<file path="config.mk">
export PLATFORM = sky130hd
export DESIGN_NAME = vlen_ctrl
export DESIGN_NICKNAME = d
export VERILOG_FILES = /design/src/rtl/vlc_pkg.sv /design/src/rtl/vlc_ctrl.sv /design/src/rtl/vlc_dpath.sv /design/src/rtl/vlen_ctrl.sv
export SDC_FILE = /design/constraint.sdc
export NUM_CORES = 1
export LEC_CHECK = 0
export BUFFER_PORTS_ARGS = -buffer_cell sky130_fd_sc_hd__buf_2
export CAP_MARGIN = 20
export CORE_UTILIZATION = 44
export DETAILED_ROUTE_END_ITERATION = 10
export GPL_TIMING_DRIVEN = 0
export PLACE_DENSITY_LB_ADDON = 0.08
export SLEW_MARGIN = 30
export SYNTH_ARGS = -nofsm -noshare
export SYNTH_HDL_FRONTEND = slang
export SYNTH_SLANG_ARGS = --single-unit
</file>
<file path="constraint.sdc">
create_clock -name clk -period 3.6 [get_ports clk]
set_input_delay 0.18 -clock clk [delete_from_list [all_inputs] [get_ports clk]]
set_output_delay 0.18 -clock clk [all_outputs]
set_load 0.01 [all_outputs]
</file>
<file path="src/rtl/vlc_pkg.sv">
package vlc_pkg;

  // Source of the value placed in the destination register
  typedef enum logic [1:0] {
    RET_MVL    = 2'd0,  // present maximum length (read or old value on write)
    RET_VL     = 2'd1,  // present current length (read)
    RET_VL_NEW = 2'd2   // clamped current length being written
  } retSel_e;

  // Strobes from control to datapath
  typedef struct packed {
    logic    wrMvl;
    logic    wrVl;
    logic    retEn;
    retSel_e retSel;
  } vlcStrobe_t;

endpackage

</file>
<file path="src/rtl/vlc_ctrl.sv">
module vlc_ctrl
  import vlc_pkg::*;
#(
  parameter int unsigned XLEN  = 64,
  parameter int unsigned LEN_W = $clog2(XLEN)
) (
  input  logic             clk,
  input  logic             rstN,
  input  logic             reqValid,
  input  logic             reqIsWrite,
  input  logic             reqSel,
  input  logic             reqFromReg,
  input  logic [XLEN-1:0]  reqData,
  output vlcStrobe_t       strb,
  output logic [LEN_W-1:0] newLen,
  output logic             illegal
);

  logic regZero;
  logic regTooBig;
  logic badValue;
  logic [LEN_W-1:0] regEnc;

  // Register-sourced value range check
  assign regZero   = (reqData == '0);
  assign regTooBig = (reqData > XLEN'(XLEN));
  assign badValue  = reqFromReg && (regZero || regTooBig);

  // Encoded (minus one) length for either source
  assign regEnc = reqData[LEN_W-1:0] - LEN_W'(1);
  assign newLen = reqFromReg ? regEnc : reqData[LEN_W-1:0];

  always_comb begin
    strb    = '{wrMvl: 1'b0, wrVl: 1'b0, retEn: 1'b0, retSel: RET_MVL};
    illegal = 1'b0;
    if (reqValid) begin
      if (!reqIsWrite) begin
        strb.retEn  = 1'b1;
        strb.retSel = reqSel ? RET_VL : RET_MVL;
      end else if (badValue) begin
        illegal = 1'b1;
      end else if (!reqSel) begin
        strb.wrMvl  = 1'b1;
        strb.retEn  = 1'b1;
        strb.retSel = RET_MVL;
      end else begin
        strb.wrVl   = 1'b1;
        strb.retEn  = 1'b1;
        strb.retSel = RET_VL_NEW;
      end
    end
  end

  // at most one of the state-changing or refusing actions per cycle
  p_one_action_r10: assert property (@(posedge clk) disable iff (!rstN)
    $onehot0({strb.wrMvl, strb.wrVl, illegal}));

  // immediate requests are never refused
  p_imm_never_illegal_r9: assert property (@(posedge clk) disable iff (!rstN)
    (reqValid && reqIsWrite && !reqFromReg) |-> !illegal);

endmodule

</file>
<file path="src/rtl/vlc_dpath.sv">
module vlc_dpath
  import vlc_pkg::*;
#(
  parameter int unsigned XLEN  = 64,
  parameter int unsigned LEN_W = $clog2(XLEN)
) (
  input  logic             clk,
  input  logic             rstN,
  input  vlcStrobe_t       strb,
  input  logic [LEN_W-1:0] newLen,
  output logic             rdValid,
  output logic [XLEN-1:0]  rdData
);

  localparam int unsigned RES_W = LEN_W + 1;

  logic [LEN_W-1:0] mvlQ;
  logic [LEN_W-1:0] vlQ;
  logic [LEN_W-1:0] vlCand;
  logic [LEN_W-1:0] retEnc;
  logic [RES_W-1:0] retLen;

  // Clamp a requested current length against the present maximum
  assign vlCand = (newLen < mvlQ) ? newLen : mvlQ;

  always_ff @(posedge clk) begin
    if (!rstN) begin
      mvlQ <= '0;
      vlQ  <= '0;
    end else if (strb.wrMvl) begin
      mvlQ <= newLen;
      if (vlQ > newLen) vlQ <= newLen;
    end else if (strb.wrVl) begin
      vlQ <= vlCand;
    end
  end

  always_comb begin
    unique case (strb.retSel)
      RET_VL:     retEnc = vlQ;
      RET_VL_NEW: retEnc = vlCand;
      default:    retEnc = mvlQ;
    endcase
  end

  assign retLen  = {1'b0, retEnc} + RES_W'(1);
  assign rdValid = strb.retEn;
  assign rdData  = strb.retEn ? {{(XLEN-RES_W){1'b0}}, retLen} : '0;

  // current length never exceeds the maximum
  p_vl_bounded_r5: assert property (@(posedge clk) disable iff (!rstN)
    vlQ <= mvlQ);

  // a maximum-length write lands in state at the next edge
  p_mvl_load_r7: assert property (@(posedge clk) disable iff (!rstN)
    strb.wrMvl |=> (mvlQ == $past(newLen)));

  // the returned length equals the length stored afterwards
  p_vl_return_r6: assert property (@(posedge clk) disable iff (!rstN)
    strb.wrVl |=> (({1'b0, vlQ} + RES_W'(1)) == $past(rdData[RES_W-1:0])));

endmodule

</file>
<file path="src/rtl/vlen_ctrl.sv">
module vlen_ctrl
  import vlc_pkg::*;
#(
  parameter int unsigned XLEN  = 64,
  parameter int unsigned LEN_W = $clog2(XLEN)
) (
  input  logic            clk,
  input  logic            rstN,
  input  logic            reqValid,
  input  logic            reqIsWrite,
  input  logic            reqSel,
  input  logic            reqFromReg,
  input  logic [XLEN-1:0] reqData,
  output logic            rdValid,
  output logic [XLEN-1:0] rdData,
  output logic            illegalPulse
);

  vlcStrobe_t       strb;
  logic [LEN_W-1:0] newLen;

  vlc_ctrl #(.XLEN(XLEN), .LEN_W(LEN_W)) u_ctrl (
    .clk        (clk),
    .rstN       (rstN),
    .reqValid   (reqValid),
    .reqIsWrite (reqIsWrite),
    .reqSel     (reqSel),
    .reqFromReg (reqFromReg),
    .reqData    (reqData),
    .strb       (strb),
    .newLen     (newLen),
    .illegal    (illegalPulse)
  );

  vlc_dpath #(.XLEN(XLEN), .LEN_W(LEN_W)) u_dp (
    .clk     (clk),
    .rstN    (rstN),
    .strb    (strb),
    .newLen  (newLen),
    .rdValid (rdValid),
    .rdData  (rdData)
  );

  // a refused request produces no result
  p_exc_no_result_r10: assert property (@(posedge clk) disable iff (!rstN)
    illegalPulse |-> !rdValid);

  // refusal only comes from a valid register-sourced write
  p_exc_source_r3: assert property (@(posedge clk) disable iff (!rstN)
    illegalPulse |-> (reqValid && reqIsWrite && reqFromReg));

  // a refused write leaves both lengths untouched
  p_exc_hold_r4: assert property (@(posedge clk) disable iff (!rstN)
    illegalPulse |=> ($stable(u_dp.mvlQ) && $stable(u_dp.vlQ)));

endmodule

</file>
### Yosys cells after proc, flatten, opt, wreduce, memory -nomap -nowiden

Index checks and enable logic that the tools add are counted.

| operators by class | value |
|---|---|
| reduce and logical (&&, ||, !) cells | 5 |
| multiplexer cells | 18 |
| order comparisons | 3 |
| eq/ne operators | 3 |
| add/sub/neg operators | 2 |

Operator list:

| operator | number |
|---|---|
| 64-bit by 7-bit greater-than comparator with 1-bit output (second input constant) | 1 |
| 64-bit zero test | 1 |
| 6-bit two-way mux | 5 |
| 6-bit case mux with 2 select lines | 1 |
| 5-bit two-way mux | 2 |
| 6-bit by 1-bit adder with 7-bit output (second input constant) | 1 |
| 7-bit two-way mux | 1 |
| 6-bit greater-than comparator | 1 |
| 6-bit less-than comparator | 1 |
| 1-bit two-way mux | 6 |
| 6-bit by 1-bit subtractor with 6-bit output (second input constant) | 1 |
| 2-bit two-way mux | 2 |
| 3-bit two-way mux | 1 |
| 2-bit by 1-bit equality test with 1-bit output (second input constant) | 1 |
| 2-bit equality test (second input constant) | 1 |
| 2-bit by 1-bit != test with 1-bit output (second input constant) | 1 |
| 2-bit AND reduction | 1 |
| 2-bit nonzero test | 1 |
| 1-bit logical AND | 1 |
| 1-bit logical OR | 1 |

| storage, ports and cells | value |
|---|---|
| input port bits | 70 |
| register bits after elaboration | 12 |
| output and inout bits | 66 |
| word-level logic and storage cells | 33 |

### Longest topological paths before layout

Gate-level depths: netlist of run 1.

| logic depth | value |
|---|---|
| depth after elaboration | 10 |
| depth in mapped cells | 17 |
| depth with buffers taken out | 16 |

### Hierarchy

From an unflattened synthesis of run 1, not the netlist that was laid out.

| second synthesis, totals | value |
|---|---|
| cell total of the unflattened synthesis | 262 |
| area total of the unflattened synthesis | 1993.2 um^2 |

Modules (own cells, without submodules):

| module | times used | cells each | area each (um^2) |
|---|---|---|---|
| vlc_dpath | 1 | 206 | 1624.1 |
| vlc_ctrl | 1 | 56 | 369.1 |

### Least setup slack after synthesis of run 1

Ideal clock, no wire load.

| path | value |
|---|---|
| path type | input -> output |
| start | in reqData[5] |
| end | out rdData[4] |
| path slack | 384 ps |
| data required time | 3420 ps |
| data arrival time | 3036 ps |
| cell stages on the path | 12 |
| path buffers | 2 |
| path through | or4_4 > o21ai_2 > nand4_4 > o21ai_4 > buf_4 > nand3_1 > ha_1 > clkbuf_1 > o21ai_0 > a311o_2 > a31o_1 > a21oi_1 |

| between the ends | value |
|---|---|
| cells in the longest elaborated chain, start to end | 10 |

Ends and longest elaborated chain:

| what | line | text |
|---|---|---|
| start: declaration | vlen_ctrl.sv:13 | `input logic [XLEN-1:0] reqData,` |
| 64-bit by 7-bit greater-than comparator with 1-bit output / 64-bit zero test (equally long branches) | vlc_ctrl.sv:26, vlc_ctrl.sv:25 |  |
| 1-bit logical OR | vlc_ctrl.sv:27 | `assign badValue = reqFromReg && (regZero \|\| regTooBig);` |
| 1-bit logical AND | vlc_ctrl.sv:27 |  |
| 5-bit two-way mux | vlc_ctrl.sv:40 | `end else if (badValue) begin` |
| 3-bit two-way mux | vlc_ctrl.sv:37 | `if (!reqIsWrite) begin` |
| 5-bit two-way mux | vlc_ctrl.sv:36 | `if (reqValid) begin` |
| 2-bit equality test / 2-bit by 1-bit equality test with 1-bit output (equally long branches) | vlc_dpath.sv:39 | `unique case (strb.retSel)` |
| 6-bit case mux with 2 select lines | vlc_dpath.sv:39 |  |
| 6-bit by 1-bit adder with 7-bit output | vlc_dpath.sv:46 | `assign retLen = {1'b0, retEnc} + RES_W'(1);` |
| 7-bit two-way mux * | vlc_dpath.sv:48 | `assign rdData = strb.retEn ? {{(XLEN-RES_W){1'b0}}, retLen} : '0;` |
| end: declaration | vlen_ctrl.sv:15 | `output logic [XLEN-1:0] rdData,` |

Mark *: on every way between the ends. The rest lies on a longest branch, timed or not.

### Worst setup path in the final report of run 1

| path | value |
|---|---|
| start | in reqData[5] |
| end | out rdData[5] |

Same word-level chain as after synthesis.

==> impl_table.tex, run 1 <==
\begin{tabular}{lr}
\hline
Metric & Value \\
\hline
\multicolumn{2}{l}{\textbf{Run status}} \\
Result of the run & finished, final reports clean \\
\multicolumn{2}{l}{\textbf{Die}} \\
Starting density of the core & 47.4\% \\
Number of placement rows & 24 \\
Overall die area & 0.00513 mm2 \\
Die width & approximately 70 um \\
Height of the chip & 71.7 um \\
Boundary pin count & 136 \\
Core Area & 0.00450 mm2 \\
\multicolumn{2}{l}{\textbf{Detailed routing}} \\
DRC viols & 0 \\
First-pass iteration count of the detailed router & 4 \\
Via count & $\sim$2400 \\
Via/cell ratio & around 5.0 \\
Wirelength, routed & 5950 um \\
Initial drt markers & 188 \\
WL/cell & 12.5 um \\
Number of nets with antenna violations after routing & 0 \\
\multicolumn{2}{l}{\textbf{Clock network}} \\
CTS Hold Bufs & 0 \\
Worst-Skew Late Latency & 0.24 ns \\
Max Buffers Root-to-Sink & 2 \\
Clock H-tree levels & 1 \\
Clock tree from TritonCTS & built \\
Clock Sinks & 12 \\
Clock transition time at the flip-flop clock pins of the worst setup and hold paths & approximately 0.050 ns \\
Number of clock buffers inserted by TritonCTS & 3 \\
CTS Root Cell & clkbuf\_8 \\
\multicolumn{2}{l}{\textbf{Min path}} \\
Hold Path Class & primary input to register \\
End point of the most critical hold path & u\_dp.vlQ[1] \\
Hold path depth & 2 \\
Worst min-delay path startpoint & rstN \\
\multicolumn{2}{l}{\textbf{Synthesis}} \\
Synthesis-stage register bit count & 12 \\
Most area-hungry cell type in the Yosys netlist & buf\_4 \\
Commonest cells in the netlist & buf\_4 (58), nand2\_1 (23), inv\_1 (20), ha\_1 (16), nor4\_1 (16) \\
Synth cell types & a little over 60 \\
Dominant register cell in the synthesized netlist & dfxtp\_1 \\
Portion of the post-synthesis area used by sequential elements & 11.3\% \\
Count of warnings emitted by yosys & 0 \\
Number of instances in the synthesized netlist & 282 \\
Fraction of synthesis flops using an asynchronous set or reset pin & 0\% \\
Synthesized area divided by synthesized cell count & about 7.6 um2 \\
Post-synthesis instance area & 0.00213 mm2 \\
Number of enable-type register cells in the synthesized netlist & 0 \\
Post-synth top area share & between 20\% and 30\% \\
Dominant cell by count in the synthesized netlist & buf\_4 \\
Top cells by area in the synthesized netlist & buf\_4 (20\%), dfxtp\_1 (11\%), ha\_1 (9.4\%) \\
\multicolumn{2}{l}{\textbf{GRT}} \\
Wire length of the first global-routing pass & between 8000 and 9000 um \\
Total global routing track utilization & 21.5\% \\
Antenna violations before repair & 0 \\
Aggregate global routing overflow & 0 \\
Maximum number of pins on one net before global-route repair & 11 \\
Via count of the first global-routing pass & 2047 \\
\multicolumn{2}{l}{\textbf{Worst setup path}} \\
Kind of launch point of the worst setup path & primary input \\
CP endpoint kind & primary output \\
Kind of critical path & primary input to primary output \\
Required time worst endpoint & 3.42 ns \\
Reg2reg end & u\_dp.vlQ[2] \\
FF-to-FF Start & u\_dp.mvlQ[3] \\
Slack of the worst reg-to-reg path & 1.05 ns \\
Arrival @ worst endpoint & between 3 and 4 ns \\
Critical path fanouts, max & 10 \\
Number of cells on the worst reg-to-reg path & 8 \\
\multicolumn{2}{l}{\textbf{STA}} \\
Worst Tran Pin Value & 0.615 ns \\
Portion of the clock cycle consumed by the worst path in the final layout & a little over nine tenths \\
Setup\_tns & 0 ns \\
Number of hold-slack violations in the final timing report & 0 \\
Setup skew after layout & $\sim$0.0063 ns \\
Count of final setup violators & 0 \\
Setup repair after global routing missed its margin & no \\
Timing-limited maximum frequency & between 0.2 and 0.3 GHz \\
Final count of pins violating max slew & 0 \\
Max transition margin & between 50\% and 60\% \\
Tmin final & around 3.5 ns \\
\multicolumn{2}{l}{\textbf{Pwr}} \\
Internal power & 0.000357 W \\
Pwr dens & $\sim$180 mW/mm2 \\
Net switching share of the total power & between 30\% and 40\% \\
Sw Pwr & around 0.0002 W \\
Clock power frac & between 20\% and 30\% \\
Standby leakage power & 1.51 nW \\
Share of power burned in registers & 25.7\% \\
Comb pwr share & a little under half \\
Largest vdd supply drop & around 130 uV \\
\multicolumn{2}{l}{\textbf{Layout}} \\
Share of final-layout standard cells stronger than drive strength 1 & 42.3\% \\
Final standard cell area without fillers & roughly 0.003 mm2 \\
Filler Cells Inserted & between 300 and 400 \\
Diode count & 0 \\
Area added between synthesis and finish & 40.4\% \\
Final net count & 510 \\
Number of cells in the finished layout apart from fillers & 475 \\
\multicolumn{2}{l}{\textbf{Place}} \\
Half-perimeter wire length of the detailed placement result & 4980 um \\
Post-placement cell area & approximately 0.0028 mm2 \\
Count of port buffers added during placement & 78 \\
DP Cell Count & 468 \\
Final weighted congestion of routability-driven global placement & 0.949 \\
\multicolumn{2}{l}{\textbf{Job}} \\
Max-cap violations & 0 \\
\hline
\end{tabular}
## how the worst max path moves through the flow
stage	startpoint	end	cells past startpoint
6_report	reqData[5]	rdData[5]	15
5_1_grt	reqData[0]	rdData[5]	14
4_1_cts	reqData[5]	rdData[5]	15
3_5_place_dp	reqData[5]	rdData[5]	14
3_3_place_gp	reqData[5]	rdData[4]	14
2_1_floorplan	reqData[5]	rdData[4]	12
## area by class of cell
type                    count  area (um2)  share of cell area (%)
multi-input cells         243        1680                    55.9
plain buffers              63         473                    15.8
repair buffers             81         413                    13.8
flip-flops and latches     12         240                    8.01
inverters                  20        75.1                    2.50
well taps                  52        65.1                    2.17
clock buffers               4        55.1                    1.84
## per-layer routing
layer / vias up / track usage [%] / part of all wire, %
met5: - / 0 / 0
met4: 0 / 5.88 / 1.6
met3: 14 / 3.80 / 7.1
met2: 109 / 39.7 / 52
met1: 1045 / 25.3 / 39
li1: 1216 / - / -
## through the flow
step / utilization [%] / hold WS [ns] / power [W] / setup slack (ns)
3_5_place_dp: 62.2 / 0.514 / 0.000388 / -0.149
3_3_place_gp: 62.2 / 0.516 / 0.000384 / -0.115
5_1_grt: 66.6 / 0.278 / 0.000588 / 0.00547
2_1_floorplan: - / 0.322 / 0.000316 / 0.384
6_report: 66.6 / 0.265 / 0.000552 / 0.148
4_1_cts: 63.7 / 0.259 / 0.000537 / 0.00436
## critical path, cell delays in order
cell and delay [ns]:
buf_2 0.12, or4_4 0.55, or3_4 0.37, nand4_4 0.12, o21ai_4 0.07, buf_4 0.17
nand3_2 0.11, ha_4 0.22, nand2b_4 0.16, nor2_2 0.17, a41oi_2 0.16, a22oi_2 0.21
and4bb_1 0.24, mux2i_1 0.24, buf_2 0.17
## registers in the layout (all words and copies together) (netlist names)
name	cells
u_dp.vlQ	6
u_dp.mvlQ	6
## kinds of logic after synthesis
family	after synthesis	synth area share [%]
AO/OA/AOI/OAI	67	24.0
XOR/XNOR	6	2.81
adder cells (fa/ha/maj)	16	9.38
buffers and inverters	83	25.5
flip-flops	12	11.3
multiplexers	1	0.469
other	1	0.176
AND/OR/NAND/NOR	96	26.4
## power groups by stage
stage	combinational (W)	clock, W	sequential, W
after floorplan	0.000173	0	0.000143
after detailed placement	0.000243	0	0.000145
after global placement	0.000239	0	0.000145
final	0.000264	0.000147	0.000142
after CTS	0.000246	0.000150	0.000142
after global routing	0.000289	0.000157	0.000142
## layout by cell type (no fill, tap or decap), types with 3 or more instances in the layout
| cell | n |
|---|---|
| nor3_1 | 4 |
| o32ai_1 | 4 |
| and3_1 | 9 |
| nor2_1 | 13 |
| conb_1 | 57 |
| a211oi_1 | 3 |
| a311oi_1 | 5 |
| nor4_1 | 15 |
| dfxtp_1 | 12 |
| buf_2 | 78 |
| nand2_1 | 23 |
| o21ai_0 | 7 |
| inv_1 | 20 |
| a21o_1 | 4 |
| nand4_1 | 5 |
| o21a_1 | 3 |
| clkbuf_8 | 4 |
| a21oi_1 | 13 |
| buf_4 | 61 |
| ha_1 | 13 |
## repair_timing
item,CTS,global route
gates resized for setup,2,21
hold endpoints to repair,0,0
buffers inserted,1,2
pin swaps,1,4
endpoints found under the setup margin,4,6
No activity file was read; power rests on OpenSTA's default activity.
==> run 2, diff against run 1 <==
PLACE_DENSITY = 0.93   (was default)
PLACE_DENSITY_LB_ADDON = default   (was 0.08)
==> run 2 against run 1 <==
  * Non-clock buffer count is 1 lower
  * Sequential power hardly changed
  * Routed wire length is 1.7% higher
  * Clock power hardly changed
  * Sequential share of layout area is 0.11 points higher
  * Die area stayed put
  * Critical endpoint is now rdData[4]
==> impl_table.tex, run 2 (same netlist as run 1, synthesis figures left out) <==
\begin{tabular}{lr}
\hline
Metric & Value \\
\hline
\multicolumn{2}{l}{\textbf{STA}} \\
Max transition margin & 57.3\% (-0.65 points) \\
Timing-limited maximum frequency & 0.286 GHz (-1.2\%) \\
Number of hold-slack violations in the final timing report & 0 (unchanged) \\
WHS & 0.273 ns (+0.00816 ns) \\
Portion of the clock cycle consumed by the worst path in the final layout & 97.1\% (+1.2 points) \\
Tmin final & 3.49 ns (+0.0433 ns) \\
Setup\_tns & 0 ns (unchanged) \\
Setup skew after layout & 0.000398 ns (-0.00594 ns) \\
Worst Tran Pin Value & 0.641 ns (+0.0256 ns) \\
Final count of pins violating max slew & 0 (unchanged) \\
Count of final setup violators & 0 (unchanged) \\
\multicolumn{2}{l}{\textbf{Pwr}} \\
Comb pwr share & 47.7\% (about the same) \\
Standby leakage power & 1.49 nW (-1.2\%) \\
Pwr dens & 185 mW/mm2 (+0.47\%) \\
Internal power & 0.000355 W (-0.57\%) \\
Sw Pwr & 0.000193 W (-1.3\%) \\
Largest vdd supply drop & 97.3 uV (-25\%) \\
Clock power frac & 26.4\% (about the same) \\
Share of power burned in registers & 25.9\% (+0.2 points) \\
Net switching share of the total power & 35.2\% (-0.17 points) \\
\multicolumn{2}{l}{\textbf{Job}} \\
Max-cap violations & 0 (unchanged) \\
\multicolumn{2}{l}{\textbf{Die}} \\
Height of the chip & 71.7 um (unchanged) \\
Overall die area & 0.00513 mm2 (unchanged) \\
Core Area & 0.00450 mm2 (unchanged) \\
Die width & 71.7 um (unchanged) \\
Starting density of the core & 47.4\% (unchanged) \\
Boundary pin count & 136 (unchanged) \\
Number of placement rows & 24 (unchanged) \\
\multicolumn{2}{l}{\textbf{Detailed routing}} \\
Wirelength, routed & 6050 um (+1.7\%) \\
Initial drt markers & 130 (-31\%) \\
Number of nets with antenna violations after routing & 0 (unchanged) \\
Via/cell ratio & 5.22 (+4.0\%) \\
First-pass iteration count of the detailed router & 7 (+3) \\
WL/cell & 12.8 um (+1.9\%) \\
Via count & 2475 (+3.8\%) \\
DRC viols & 0 (unchanged) \\
\multicolumn{2}{l}{\textbf{Worst setup path}} \\
Reg2reg end & u\_dp.vlQ[4] \\
Kind of critical path & primary input to primary output \\
Crit-path slowest cell & a21oi\_1 \\
Number of cells on the worst reg-to-reg path & 8 (unchanged) \\
FF-to-FF Start & u\_dp.mvlQ[3] \\
Critical path fanouts, max & 7 (-3) \\
CP endpoint kind & primary output \\
Required time worst endpoint & 3.42 ns (about the same) \\
Highest cell delay on the worst timing path & 0.53 ns (-0.02 ns) \\
Critical-path cell list & buf\_2, inv\_1, ha\_1, a21oi\_1, ha\_1, o221ai\_2, nand2\_2, a311oi\_2, buf\_4, nand4\_1, a21oi\_1, buf\_2 \\
Buffers and inverters on the worst path & 4 (+1) \\
Slack of the worst reg-to-reg path & 1.10 ns (+0.05 ns) \\
Arrival @ worst endpoint & 3.31 ns (+0.04 ns) \\
Kind of launch point of the worst setup path & primary input \\
Cell class contributing the biggest share of worst-path delay & compound AO/OA/AOI/OAI gates \\
\multicolumn{2}{l}{\textbf{Clock network}} \\
Worst-Skew Late Latency & 0.24 ns (about the same) \\
Number of clock buffers inserted by TritonCTS & 3 (unchanged) \\
Max Buffers Root-to-Sink & 2 (unchanged) \\
CTS Root Cell & clkbuf\_8 \\
CTS Hold Bufs & 0 (unchanged) \\
Clock tree from TritonCTS & built \\
Clock transition time at the flip-flop clock pins of the worst setup and hold paths & 0.05 ns (about the same) \\
Clock H-tree levels & 1 (unchanged) \\
Clock Sinks & 12 (unchanged) \\
\multicolumn{2}{l}{\textbf{Place}} \\
Final weighted congestion of routability-driven global placement & 0.920 (-3.0\%) \\
Count of port buffers added during placement & 78 (unchanged) \\
Half-perimeter wire length of the detailed placement result & 5100 um (+2.4\%) \\
\multicolumn{2}{l}{\textbf{GRT}} \\
Met1 Resource Use GR & 23.6\% (-1.7 points) \\
Met3 capacity usage during global routing & 3.94\% (+0.14 points) \\
Wire length of the first global-routing pass & 8890 um (about the same) \\
Via count of the first global-routing pass & 2070 (+1.1\%) \\
Aggregate global routing overflow & 0 (unchanged) \\
Met2 global-route usage & 43.9\% (+4.2 points) \\
Global-route layer with the greatest usage & met2 \\
Antenna violations before repair & 0 (unchanged) \\
Total global routing track utilization & 21.9\% (+0.44 points) \\
Maximum number of pins on one net before global-route repair & 11 (unchanged) \\
\multicolumn{2}{l}{\textbf{Min path}} \\
End point of the most critical hold path & u\_dp.vlQ[1] \\
Hold Path Class & primary input to register \\
Worst min-delay path startpoint & rstN \\
Hold path depth & 2 (unchanged) \\
\multicolumn{2}{l}{\textbf{Layout}} \\
Sequential standard cell area & 240 um2 (unchanged) \\
Share of final-layout standard cells stronger than drive strength 1 & 41.2\% (-1.1 points) \\
Fraction of the core area covered by cells at the end of the flow & 65.7\% (-0.86 points) \\
Area occupied by multi-input gates & 0.00165 mm2 (-1.9\%) \\
Most common cell after layout, fill and taps aside & buf\_2 \\
Filler Cells Inserted & 379 (-4.1\%) \\
Top library cells by usage in the layout, fill and taps aside & buf\_2 (78), buf\_4 (61), conb\_1 (57), nand2\_1 (23), inv\_1 (20) \\
Area added between synthesis and finish & 38.6\% \\
Biggest registers after layout & u\_dp.mvlQ (6), u\_dp.vlQ (6) \\
Diode count & 0 (unchanged) \\
Final net count & 509 (-0.20\%) \\
\multicolumn{2}{l}{\textbf{Run status}} \\
Result of the run & finished, final reports clean \\
\hline
\end{tabular}
## run 2: changes by cell type in the layout (fill, tap and decap cells not counted), sizes merged
cell    change
clkbuf      -1
## run 2: how the worst max path moves through the flow
stage | from | to | slack [ns] | cells past startpoint
final | reqData[0] | rdData[4] | 0.11 | 12
after global routing | reqData[5] | rdData[5] | -0.09 | 16
after detailed placement | reqData[5] | rdData[4] | -0.16 | 14
after floorplan | reqData[5] | rdData[4] | 0.38 | 12
after CTS | reqData[0] | rdData[4] | 0.05 | 14
after global placement | reqData[5] | rdData[4] | -0.06 | 14
## run 2: cell type report
type,instances,share of cell area [%]
plain buffers,63,16.0
clock buffers,4,1.86
inverters,20,2.54
multi-input cells,243,55.6
flip-flops and latches,12,8.12
well taps,52,2.20
repair buffers,80,13.7
## run 2: repair_timing
item,in CTS,in global routing
endpoints found under the hold margin,0,0
setup endpoints to repair,5,4
gates resized for setup,1,17
pin swaps,2,6
setup buffers,1,1
## run 2: layer usage
metal	share of wire (%)	up-vias
met4	1.8	0
met3	8.2	17
met1	36	1093
met5	0	-
met2	54	154
li1	-	1211
## run 2: power groups by stage
stage / Sequential, W / Combinational [W] / Clock [W]
2_1_floorplan: 0.000143 / 0.000173 / 0
3_3_place_gp: 0.000145 / 0.000238 / 0
3_5_place_dp: 0.000145 / 0.000245 / 0
4_1_cts: 0.000142 / 0.000247 / 0.000146
5_1_grt: 0.000142 / 0.000284 / 0.000155
6_report: 0.000142 / 0.000261 / 0.000145
## run 2: metrics by stage
step | setup WS [ns] | cell area [um2] | instances | power [W]
finish | 0.105 | 2960 | 474 | 0.000548
global route | -0.0867 | 2960 | 474 | 0.000581
CTS | 0.0527 | 2860 | 473 | 0.000535
detailed placement | -0.163 | 2800 | 468 | 0.000390
global placement | -0.0610 | 2800 | 468 | 0.000383
floorplan | 0.384 | 2340 | 338 | 0.000316
## run 2: worst register-to-register path, delay by kind of cell, from the launching register on
| kind | cells | cell delay [ns] |
|---|---|---|
| and+or+nand+nor | 3 | 0.78 |
| AOI/OAI and AO/OA | 3 | 0.83 |
| buffers and inverters | 1 | 0.08 |
| DFF | 1 | 0.40 |
| adders and majority gates | 1 | 0.31 |
